### config.mk
export PLATFORM = sky130hd
export DESIGN_NAME = uart_regbank_decoder
export DESIGN_NICKNAME = d
export VERILOG_FILES = /design/src/rtl/uart_regbank_pkg.sv /design/src/rtl/regbank_select.sv /design/src/rtl/regbank_decode.sv /design/src/rtl/regbank_store.sv /design/src/rtl/regbank_readmux.sv /design/src/rtl/uart_regbank_decoder.sv
export SDC_FILE = /design/constraint.sdc
export NUM_CORES = 1
export LEC_CHECK = 0
export CAP_MARGIN = 20
export CORE_ASPECT_RATIO = 1.25
export CORE_UTILIZATION = 45
export CTS_CLUSTER_SIZE = 30
export DETAILED_ROUTE_END_ITERATION = 6
export HOLD_SLACK_MARGIN = 0.08
export PLACE_DENSITY = 0.84
export SYNTH_ARGS = -nofsm -noshare
export SYNTH_HDL_FRONTEND = slang
export SYNTH_SLANG_ARGS = --single-unit
### constraint.sdc
create_clock -name clk -period 1.79 [get_ports clk]
set_input_delay 0.358 -clock clk [delete_from_list [all_inputs] [get_ports clk]]
set_output_delay 0.358 -clock clk [all_outputs]
set_load 0.01 [all_outputs]
### src/rtl/uart_regbank_pkg.sv
package uart_regbank_pkg;

    localparam int unsigned DW = 8;
    localparam int unsigned AW = 3;
    localparam int unsigned NXCH = 4;

    typedef enum logic [1:0] {
        BANK_GEN,
        BANK_DIV,
        BANK_ENH
    } bank_e;

    typedef enum logic [3:0] {
        SEL_NONE,
        SEL_HOLD,
        SEL_IER,
        SEL_ISR_FCR,
        SEL_LCR,
        SEL_MCR,
        SEL_LSR,
        SEL_MSR,
        SEL_SPR,
        SEL_DLL,
        SEL_DLM,
        SEL_EFR,
        SEL_XON1,
        SEL_XON2,
        SEL_XOFF1,
        SEL_XOFF2
    } sel_e;

    typedef struct packed {
        logic [DW-1:0]           lcr;
        logic [DW-1:0]           ier;
        logic [DW-1:0]           fcr;
        logic [DW-1:0]           mcr;
        logic [DW-1:0]           spr;
        logic [DW-1:0]           efr;
        logic [NXCH-1:0][DW-1:0] xch;
        logic [2*DW-1:0]         div;
        logic [DW-1:0]           thr;
        logic                    push;
        logic                    pop;
    } regs_t;

endpackage

### src/rtl/regbank_select.sv
module regbank_select
    import uart_regbank_pkg::*;
#(
    parameter logic [DW-1:0] ENH_KEY = 8'hBF
) (
    input  logic [DW-1:0] lcr_q,
    output bank_e         bank
);
    always_comb begin
        if (lcr_q == ENH_KEY)  bank = BANK_ENH;
        else if (lcr_q[DW-1])  bank = BANK_DIV;
        else                   bank = BANK_GEN;
    end
endmodule

### src/rtl/regbank_decode.sv
module regbank_decode
    import uart_regbank_pkg::*;
(
    input  bank_e         bank,
    input  logic [AW-1:0] addr,
    output sel_e          sel
);
    always_comb begin
        sel = SEL_NONE;
        if (addr == 3'd3) begin
            sel = SEL_LCR;
        end else begin
            unique case (bank)
                BANK_GEN: begin
                    case (addr)
                        3'd0:    sel = SEL_HOLD;
                        3'd1:    sel = SEL_IER;
                        3'd2:    sel = SEL_ISR_FCR;
                        3'd4:    sel = SEL_MCR;
                        3'd5:    sel = SEL_LSR;
                        3'd6:    sel = SEL_MSR;
                        3'd7:    sel = SEL_SPR;
                        default: sel = SEL_NONE;
                    endcase
                end
                BANK_DIV: begin
                    case (addr)
                        3'd0:    sel = SEL_DLL;
                        3'd1:    sel = SEL_DLM;
                        default: sel = SEL_NONE;
                    endcase
                end
                BANK_ENH: begin
                    case (addr)
                        3'd0:    sel = SEL_DLL;
                        3'd1:    sel = SEL_DLM;
                        3'd2:    sel = SEL_EFR;
                        3'd4:    sel = SEL_XON1;
                        3'd5:    sel = SEL_XON2;
                        3'd6:    sel = SEL_XOFF1;
                        3'd7:    sel = SEL_XOFF2;
                        default: sel = SEL_NONE;
                    endcase
                end
                default: sel = SEL_NONE;
            endcase
        end
    end
endmodule

### src/rtl/regbank_store.sv
module regbank_store
    import uart_regbank_pkg::*;
#(
    parameter logic [2*DW-1:0] DIV_RESET = 16'h0001
) (
    input  logic          clk,
    input  logic          rst_n,
    input  logic          wr_en,
    input  logic          rd_en,
    input  sel_e          sel,
    input  logic [DW-1:0] wdata,
    output regs_t         regs_q
);
    regs_t regs_d;

    always_comb begin
        regs_d      = regs_q;
        regs_d.push = 1'b0;
        regs_d.pop  = 1'b0;
        if (wr_en) begin
            case (sel)
                SEL_HOLD: begin
                    regs_d.thr  = wdata;
                    regs_d.push = 1'b1;
                end
                SEL_IER:     regs_d.ier = wdata;
                SEL_ISR_FCR: regs_d.fcr = wdata;
                SEL_LCR:     regs_d.lcr = wdata;
                SEL_MCR:     regs_d.mcr = wdata;
                SEL_SPR:     regs_d.spr = wdata;
                SEL_DLL:     regs_d.div[DW-1:0] = wdata;
                SEL_DLM:     regs_d.div[2*DW-1:DW] = wdata;
                SEL_EFR:     regs_d.efr = wdata;
                SEL_XON1:    regs_d.xch[0] = wdata;
                SEL_XON2:    regs_d.xch[1] = wdata;
                SEL_XOFF1:   regs_d.xch[2] = wdata;
                SEL_XOFF2:   regs_d.xch[3] = wdata;
                default:     ;
            endcase
        end
        if (rd_en && sel == SEL_HOLD) regs_d.pop = 1'b1;
    end

    always_ff @(posedge clk or negedge rst_n) begin
        if (!rst_n) begin
            regs_q     <= '0;
            regs_q.div <= DIV_RESET;
        end else begin
            regs_q <= regs_d;
        end
    end

    // Configuration state only, strobes left out.
    logic [$bits(regs_t)-3:0] cfg_q;
    assign cfg_q = regs_q[$bits(regs_t)-1:2];

    // writes to the status addresses leave every register alone
    a_r6_status_write_ignored: assert property (@(posedge clk) disable iff (!rst_n)
        (wr_en && (sel == SEL_LSR || sel == SEL_MSR)) |=> $stable(cfg_q));

    // writes to unmapped addresses leave every register alone
    a_r10_unmapped_write_ignored: assert property (@(posedge clk) disable iff (!rst_n)
        (wr_en && sel == SEL_NONE) |=> ($stable(cfg_q) && !regs_q.push));

    // only a data-port read may pop
    a_r4_no_stray_pop: assert property (@(posedge clk) disable iff (!rst_n)
        (!rd_en || sel != SEL_HOLD) |=> !regs_q.pop);
endmodule

### src/rtl/regbank_readmux.sv
module regbank_readmux
    import uart_regbank_pkg::*;
(
    input  logic          rd_en,
    input  sel_e          sel,
    input  regs_t         regs_q,
    input  logic [DW-1:0] rx_data,
    input  logic [DW-1:0] isr_in,
    input  logic [DW-1:0] lsr_in,
    input  logic [DW-1:0] msr_in,
    output logic [DW-1:0] rdata
);
    logic [DW-1:0] mux;

    always_comb begin
        case (sel)
            SEL_HOLD:    mux = rx_data;
            SEL_IER:     mux = regs_q.ier;
            SEL_ISR_FCR: mux = isr_in;
            SEL_LCR:     mux = regs_q.lcr;
            SEL_MCR:     mux = regs_q.mcr;
            SEL_LSR:     mux = lsr_in;
            SEL_MSR:     mux = msr_in;
            SEL_SPR:     mux = regs_q.spr;
            SEL_DLL:     mux = regs_q.div[DW-1:0];
            SEL_DLM:     mux = regs_q.div[2*DW-1:DW];
            SEL_EFR:     mux = regs_q.efr;
            SEL_XON1:    mux = regs_q.xch[0];
            SEL_XON2:    mux = regs_q.xch[1];
            SEL_XOFF1:   mux = regs_q.xch[2];
            SEL_XOFF2:   mux = regs_q.xch[3];
            default:     mux = '0;
        endcase
        rdata = rd_en ? mux : '0;
    end
endmodule

### src/rtl/uart_regbank_decoder.sv
module uart_regbank_decoder
    import uart_regbank_pkg::*;
#(
    parameter logic [DW-1:0]   ENH_KEY   = 8'hBF,
    parameter logic [2*DW-1:0] DIV_RESET = 16'h0001
) (
    input  logic            clk,
    input  logic            rst_n,
    input  logic [AW-1:0]   addr,
    input  logic            wr_en,
    input  logic            rd_en,
    input  logic [DW-1:0]   wdata,
    output logic [DW-1:0]   rdata,
    input  logic [DW-1:0]   rx_data,
    input  logic [DW-1:0]   isr_in,
    input  logic [DW-1:0]   lsr_in,
    input  logic [DW-1:0]   msr_in,
    output logic            tx_push,
    output logic [DW-1:0]   tx_data,
    output logic            rx_pop,
    output logic [DW-1:0]   lcr,
    output logic [DW-1:0]   ier,
    output logic [DW-1:0]   fcr,
    output logic [DW-1:0]   mcr,
    output logic [DW-1:0]   efr,
    output logic [DW-1:0]   xon1,
    output logic [DW-1:0]   xon2,
    output logic [DW-1:0]   xoff1,
    output logic [DW-1:0]   xoff2,
    output logic [2*DW-1:0] divisor
);
    bank_e bank;
    sel_e  sel;
    regs_t regs_q;

    regbank_select #(.ENH_KEY(ENH_KEY)) u_select (
        .lcr_q (regs_q.lcr),
        .bank  (bank)
    );

    regbank_decode u_decode (
        .bank (bank),
        .addr (addr),
        .sel  (sel)
    );

    regbank_store #(.DIV_RESET(DIV_RESET)) u_store (
        .clk    (clk),
        .rst_n  (rst_n),
        .wr_en  (wr_en),
        .rd_en  (rd_en),
        .sel    (sel),
        .wdata  (wdata),
        .regs_q (regs_q)
    );

    regbank_readmux u_readmux (
        .rd_en   (rd_en),
        .sel     (sel),
        .regs_q  (regs_q),
        .rx_data (rx_data),
        .isr_in  (isr_in),
        .lsr_in  (lsr_in),
        .msr_in  (msr_in),
        .rdata   (rdata)
    );

    assign tx_push = regs_q.push;
    assign tx_data = regs_q.thr;
    assign rx_pop  = regs_q.pop;
    assign lcr     = regs_q.lcr;
    assign ier     = regs_q.ier;
    assign fcr     = regs_q.fcr;
    assign mcr     = regs_q.mcr;
    assign efr     = regs_q.efr;
    assign xon1    = regs_q.xch[0];
    assign xon2    = regs_q.xch[1];
    assign xoff1   = regs_q.xch[2];
    assign xoff2   = regs_q.xch[3];
    assign divisor = regs_q.div;

    // a pop follows a read of address 0 taken while lcr[7] was clear
    a_r4_pop_source: assert property (@(posedge clk) disable iff (!rst_n)
        rx_pop |-> ($past(rd_en) && $past(addr) == 3'd0 && !$past(lcr[DW-1])));

    // a push follows a write of address 0 and carries its byte
    a_r5_push_source: assert property (@(posedge clk) disable iff (!rst_n)
        tx_push |-> ($past(wr_en) && $past(addr) == 3'd0 && tx_data == $past(wdata)));

    // single-cycle push when writes are not back to back
    a_r5_push_one_cycle: assert property (@(posedge clk) disable iff (!rst_n)
        (tx_push && !wr_en) |=> !tx_push);

    // address 3 always lands in the line control register
    a_r9_lcr_any_bank: assert property (@(posedge clk) disable iff (!rst_n)
        (wr_en && addr == 3'd3) |=> (lcr == $past(wdata)));

    // enhanced bytes move only while the key is loaded
    a_r2_enh_needs_key: assert property (@(posedge clk) disable iff (!rst_n)
        (lcr != ENH_KEY) |=> ($stable(efr) && $stable(xon1) && $stable(xoff2)));
endmodule

==> results.py, run 1 <==
metrics = {
    "power_and_ir_drop": {
        "power.leakage_nw": 4.17,
        "p_per_area_nw_per_um2": 883,
        "irDropWorstVdd_mv": 0.510,
    },
    "die": {
        "initial_core_util_pct": 46.1,
        "chipWidth_um": 106,
        "core_um2": 13200,
        "io-pin-count": 153,
        "num_rows": 47,
        "die_y_um": 132,
        "die_area_um2": 14000,
    },
    "outcome": {
        "violations": "negative setup slack",
        "status": "finished with violations",
    },
    "drt": {
        "avgViaCountPerCell": 5.52,
        "routedWlPerCell_um": 22.5,
        "vias": 5014,
        "drc": 0,
        "dr.pass1.iters": 4,
        "wl_um": 20500,
        "final_antenna_net_count": 0,
        "drtIter0Drc": 273,
    },
    "sta": {
        "slew_headroom_pct": 67.0,
        "period_needed_ns": 2.47,
        "finalCritPeriodShare_pct": 138,
        "maxSlewViolCount": 0,
        "finalHoldViolCount": 0,
        "rsz0062_at_grt": "yes",
        "finalClockSkew_ns": 0.00824,
        "fmax_mhz": 405,
        "worstMarginPinSlew_ns": 0.495,
        "timing.hold.ws_ns": 0.468,
        "setup_slack_ns": -0.680,
        "setup_viol": 71,
    },
    "synth": {
        "ys_seq_area_share_pct": 43.5,
        "synth_top_flop_cell": "dfrtp_1",
        "yosys_warnings": 0,
        "synth_seq_cells": 106,
        "syn_area_um2": 6110,
        "syn_inst": 522,
        "ys_types": 53,
        "synth.largest_area_cell": "dfrtp_1",
        "yosysMostFrequentCell": "buf_4",
        "synth_edf_count": 0,
        "ys_top_cells_by_area": "dfrtp_1 (43%), mux2_2 (16%), buf_4 (13%)",
        "synth_nets": 569,
        "synthArstFlopShare_pct": 100,
        "syn_area_per_cell_um2": 11.7,
        "synth_top_area_share_pct": 43.0,
        "synth_commonest_cells": "buf_4 (108), dfrtp_1 (105), mux2_2 (85)",
    },
    "layout": {
        "layout-drive-gt1-share_pct": 46.8,
        "regMostFlops": "u_store.regs_q",
        "top_regs": "u_store.regs_q: 106 flops",
        "largest_reg_flops": 106,
        "final_nets": 779,
        "fin_util_pct": 67.7,
        "area_growth_pct": 46.7,
    },
    "flow_run": {
        "drv_cap": 0,
    },
    "worst_setup_path": {
        "path_class": "reg2out",
        "rrSetupSlack_ns": -0.21,
        "cp_max_fo": 10,
        "worstSetupStartpointType": "register",
        "slowest_stage": "dfrtp_1",
        "cp_data_arrival_time_ns": 2.11,
        "max_stage_delay_ns": 0.41,
        "worstPathRequired_ns": 1.43,
        "endpoint_kind": "output pin",
        "crit_path_frequent_cell": "buf_4",
        "crit_chain": "buf_12 -> xor2_4 -> nor3_4 -> buf_4 -> buf_4 -> o2bb2ai_1 -> o21ai_1 -> a41oi_2 -> buf_2",
    },
    "clock_tree": {
        "clockBufferDepth": 2,
        "insertion_delay_ns": 0.35,
        "cts_buffers": 9,
        "root_buffer": "clkbuf_16",
        "clk_pin_slew_worst_paths_ns": 0.07,
        "cts.sinks": 106,
        "cts_tree": "yes",
        "htreeDepth": 3,
    },
    "global_routing": {
        "antenna_found_initial": 0,
        "grt_pass1_vias": 5490,
        "grtUsageTotal_pct": 29.9,
        "grt_pass1_wl_um": 31600,
        "grt-ovfl-total": 0,
        "grt_max_degree": 48,
    },
    "placement": {
        "port_buffers": 152,
        "routabilityCongestion": 0.872,
        "hpwl_um": 14900,
    },
    "hold_path": {
        "hp-class": "in2async",
    },
}
==> critical path: cells and delay by family, from the launching register on <==
family                    cells  cell delay [ns]
buffers and inverters         4             0.56
AOI/OAI and AO/OA             3             0.38
DFF                           1             0.41
and+or+nand+nor               1             0.21
xor gates and xnor gates      1             0.19
==> layer usage <==
layer	GRT usage, %	share of wire, %	vias to the layer above
met5	0	0	-
met4	10.8	2.3	0
met3	4.35	6.0	33
li1	-	-	2240
met1	36.5	39	2540
met2	53.2	53	201
==> layout make-up <==
class | instances | area (µm²)
well taps | 171 | 214
multi-input cells | 285 | 2790
flip-flops and latches | 106 | 2650
inverters | 3 | 11.3
repair buffers | 327 | 2980
diodes | 1 | 2.50
fillers | 984 | 4280
clock inverters | 5 | 61.3
clock buffers | 11 | 243
==> logic make-up (layout without fill, tap and decap cells) <==
kind of cell | after synthesis | after routing | synth area share, %
mux | 118 | 118 | 22.1
compound gates | 82 | 82 | 10.1
simple gates | 83 | 84 | 8.79
other cells | 0 | 1 | 0
xor+xnor | 1 | 1 | 0.143
buf+inv | 132 | 346 | 15.4
flops | 106 | 106 | 43.5
==> per-stage QoR <==
stage	instances	cell area, µm²	setup slack [ns]	setup TNS, ns	total power [mW]
2_1_floorplan	522	6180	-0.0279	-0.0557	4.46
3_3_place_gp	878	8290	-1.32	-55.97	5.67
3_5_place_dp	878	8290	-1.36	-56.98	5.74
4_1_cts	908	8880	-0.695	-12.09	7.90
5_1_grt	908	8950	-0.756	-16.76	8.22
6_report	909	8950	-0.680	-13.28	7.91
==> path summary, 6_finish.rpt <==
kind | cells past startpoint | start | to
max | 9 | u_store.regs_q[105]$_DFFE_PN0P_ | rdata[1]
min | 2 | rst_n | u_store.regs_q[29]$_DFFE_PN0P_
max reg2reg | 7 | u_store.regs_q[105]$_DFFE_PN0P_ | u_store.regs_q[31]$_DFFE_PN0P_
min reg2reg | 1 | u_store.regs_q[7]$_DFFE_PN0P_ | u_store.regs_q[7]$_DFFE_PN0P_
max in group asynchronous | 3 | rst_n | u_store.regs_q[10]$_DFFE_PN1P_
min in group clk | 1 | u_store.regs_q[7]$_DFFE_PN0P_ | u_store.regs_q[7]$_DFFE_PN0P_
==> repair_timing <==
| action | in CTS | in global routing |
|---|---|---|
| endpoints found under the hold margin | 22 | 0 |
| pin swaps | 15 | 9 |
| cloned | 3 | 0 |
| hold buffers | 1 | 0 |
| gates resized for setup | 86 | 17 |
| setup endpoints to repair | 98 | 82 |
| buffers inserted | 10 | 0 |
==> layout by cell type, fill, tap and decap left out, types with 4 or more instances in the layout <==
cell type,synthesis,final
buf_4,108,152
a41oi_2,0,5
mux2_2,85,83
a22o_1,12,12
nand3_1,11,11
a31oi_1,6,4
a21oi_1,7,7
mux2_4,8,10
dlymetal6s2s_1,0,5
nor2b_1,7,6
buf_2,6,9
buf_12,0,8
o21ai_1,5,8
mux2i_1,7,7
nand3_4,0,5
buf_6,4,13
clkbuf_16,0,9
and3_1,13,11
nor2_1,6,6
mux2_1,18,18
clkdlybuf4s50_1,0,133
nand2_1,8,7
a32oi_1,7,6
nor2_4,2,4
dfrtp_1,105,105
a22oi_1,14,11
==> report_power, final <==
| part | internal (mW) | switching [mW] | total (mW) | leakage, nW |
|---|---|---|---|---|
| Clock | 1.13 | 0.925 | 2.06 | 0.138 |
| Combinational | 1.66 | 1.19 | 2.85 | 2.67 |
| Sequential | 2.77 | 0.241 | 3.01 | 1.36 |
(Power assumes the default switching activity.)
==> run 2, diff against run 1 <==
REMOVE_ABC_BUFFERS = 1   (was not set)
==> results.py, run 2 (synthesized netlist as in run 1, its figures left out) <==
metrics = {
    "layout": {
        "layout_commonest_cell": "buf_4",
        "layout-drive-gt1-share_pct": 50.9,
        "largest_reg_flops": 106,
        "regMostFlops": "u_store.regs_q",
        "num-fill-cells": 927,
        "fin_util_pct": 69.4,
        "area_growth_pct": 50.5,
        "final_nets": 790,
        "layout_common_cells": "buf_4 (162), clkdlybuf4s50_1 (116), dfrtp_1 (105), mux2_2 (71), mux2_4 (40)",
        "diodes": 0,
        "final_cells": 919,
        "top_regs": "u_store.regs_q: 106 flops",
    },
    "sta": {
        "finalClockSkew_ns": 0.00610,
        "period_needed_ns": 2.52,
        "setup_viol": 48,
        "setup_slack_ns": -0.729,
        "fmax_mhz": 397,
        "slew_headroom_pct": 69.0,
        "timing.hold.ws_ns": 0.500,
        "fin_setup_tns_ns": -11.39,
        "maxSlewViolCount": 0,
        "finalCritPeriodShare_pct": 141,
        "worstMarginPinSlew_ns": 0.465,
        "finalHoldViolCount": 0,
        "rsz0062_at_grt": "yes",
    },
    "drt": {
        "drc": 0,
        "final_antenna_net_count": 0,
        "avgViaCountPerCell": 5.71,
        "drtIter0Drc": 319,
        "wl_um": 21600,
        "routedWlPerCell_um": 23.5,
        "vias": 5250,
        "dr.pass1.iters": 5,
    },
    "clock_tree": {
        "insertion_delay_ns": 0.36,
        "htreeDepth": 3,
        "clk_pin_slew_worst_paths_ns": 0.08,
        "cts_tree": "yes",
        "clockBufferDepth": 2,
        "root_buffer": "clkbuf_16",
        "cts_buffers": 9,
        "cts.sinks": 106,
    },
    "global_routing": {
        "grtUsageTotal_pct": 30.9,
        "grt_max_degree": 54,
        "grt-ovfl-total": 0,
        "grt_pass1_vias": 5646,
        "antenna_found_initial": 0,
        "grt_pass1_wl_um": 32500,
    },
    "placement": {
        "placedCellCount": 884,
        "hpwl_um": 15600,
        "port_buffers": 152,
        "routabilityCongestion": 0.957,
    },
    "worst_setup_path": {
        "cp_data_arrival_time_ns": 2.16,
        "r2r_start": "u_store.regs_q[105]$_DFFE_PN0P_",
        "reg2reg_depth": 8,
        "crit_chain": "dlygate4sd2_1 -> bufbuf_16 -> buf_4 -> nand2_2 -> nor2_4 -> buf_4 -> a222oi_1 -> a41oi_2 -> buf_2",
        "cp_max_fo": 7,
        "endpoint_kind": "output pin",
        "worstSetupStartpointType": "input port",
        "path_buf_inv": 5,
        "crit_family": "buffers and inverters",
        "worstPathRequired_ns": 1.43,
        "crit_path_frequent_cell": "buf_4",
        "slowest_stage": "a222oi_1",
        "rrSetupSlack_ns": -0.21,
        "max_stage_delay_ns": 0.37,
        "path_class": "in2out",
        "r2r_end": "u_store.regs_q[34]$_DFFE_PN0P_",
        "critical_path_depth": 9,
    },
    "power_and_ir_drop": {
        "power.leakage_nw": 4.46,
        "irDropWorstVdd_mv": 0.595,
        "p_per_area_nw_per_um2": 860,
    },
    "outcome": {
        "violations": "negative setup slack",
        "status": "finished with violations",
    },
    "die": {
        "initial_core_util_pct": 46.1,
        "die_area_um2": 14000,
        "io-pin-count": 153,
        "num_rows": 47,
        "core_um2": 13200,
        "chipWidth_um": 106,
        "die_y_um": 132,
    },
    "hold_path": {
        "hp-class": "in2async",
    },
    "flow_run": {
        "drv_cap": 0,
    },
}
-- run 2: cell count changes in the layout (fill, tap and decap cells not counted), sizes merged --
| cell | before | now |
|---|---|---|
| clkbuf | 11 | 9 |
| bufbuf | 1 | 2 |
| diode | 1 | 0 |
| nand3 | 17 | 16 |
| buf | 183 | 193 |
| bufinv | 1 | 0 |
| inv | 4 | 7 |
| dlygate4sd2 | 3 | 10 |
| clkdlybuf4s50 | 133 | 116 |
| clkinv | 0 | 3 |
| dlymetal6s2s | 5 | 16 |
| clkinvlp | 3 | 0 |
-- run 2: where the power goes --
group	switching (mW)	leakage [nW]	internal [mW]
Sequential	0.252	1.36	2.77
Combinational	1.21	2.95	1.68
Clock	1.00	0.146	0.987
-- run 2: per-stage QoR --
step           power, mW  setup slack [ns]  cell area (µm²)
2_1_floorplan       3.89            -0.778             5180
3_3_place_gp        5.63             -1.28             8300
3_5_place_dp        5.73             -1.28             8300
4_1_cts             7.83            -0.719             8970
5_1_grt             8.18            -0.819             9190
6_report            7.90            -0.729             9190
-- run 2: cell type report --
cell class	instances	area [µm²]	area share, %
multi-input combinational	284	2890	31.5
clock buffer	9	225	2.45
sequential	106	2650	28.9
inverter	3	11.3	0.123
timing repair buffer	339	3120	34.0
clock inverter	7	68.8	0.749
tap	171	214	2.33
-- run 2: how the worst max path moves through the flow --
stage	startpoint	to	slack, ns
floorplan	u_store.regs_q[105]$_DFFE_PN0P_	rdata[0]	-0.78
global placement	addr[2]	rdata[0]	-1.28
detailed placement	addr[2]	rdata[0]	-1.28
CTS	u_store.regs_q[105]$_DFFE_PN0P_	rdata[0]	-0.72
global route	u_store.regs_q[105]$_DFFE_PN0P_	rdata[1]	-0.82
finish	addr[0]	rdata[1]	-0.73
-- run 2: worst reg2reg max path: cells and delay by family, from the launching register on --
family | cells | cell delay (ns)
buf+inv | 4 | 0.55
simple gates | 2 | 0.47
flops | 1 | 0.42
mux | 1 | 0.32
xor+xnor | 1 | 0.14
-- run 2: routing by layer --
layer / vias up / part of all wire (%) / track usage (%)
met4: 0 / 4.0 / 13.7
met1: 2653 / 38 / 37.0
met2: 281 / 51 / 53.3
li1: 2257 / - / -
met5: - / 0 / 0
met3: 59 / 7.4 / 6.13
-- run 2: timing repair --
action	in CTS	in global routing
hold buffers	1	0
setup buffers	17	2
endpoints found under the setup margin	85	87
hold endpoints to repair	32	0
gates resized for setup	110	52
pin swaps	24	15
cloned	2	0
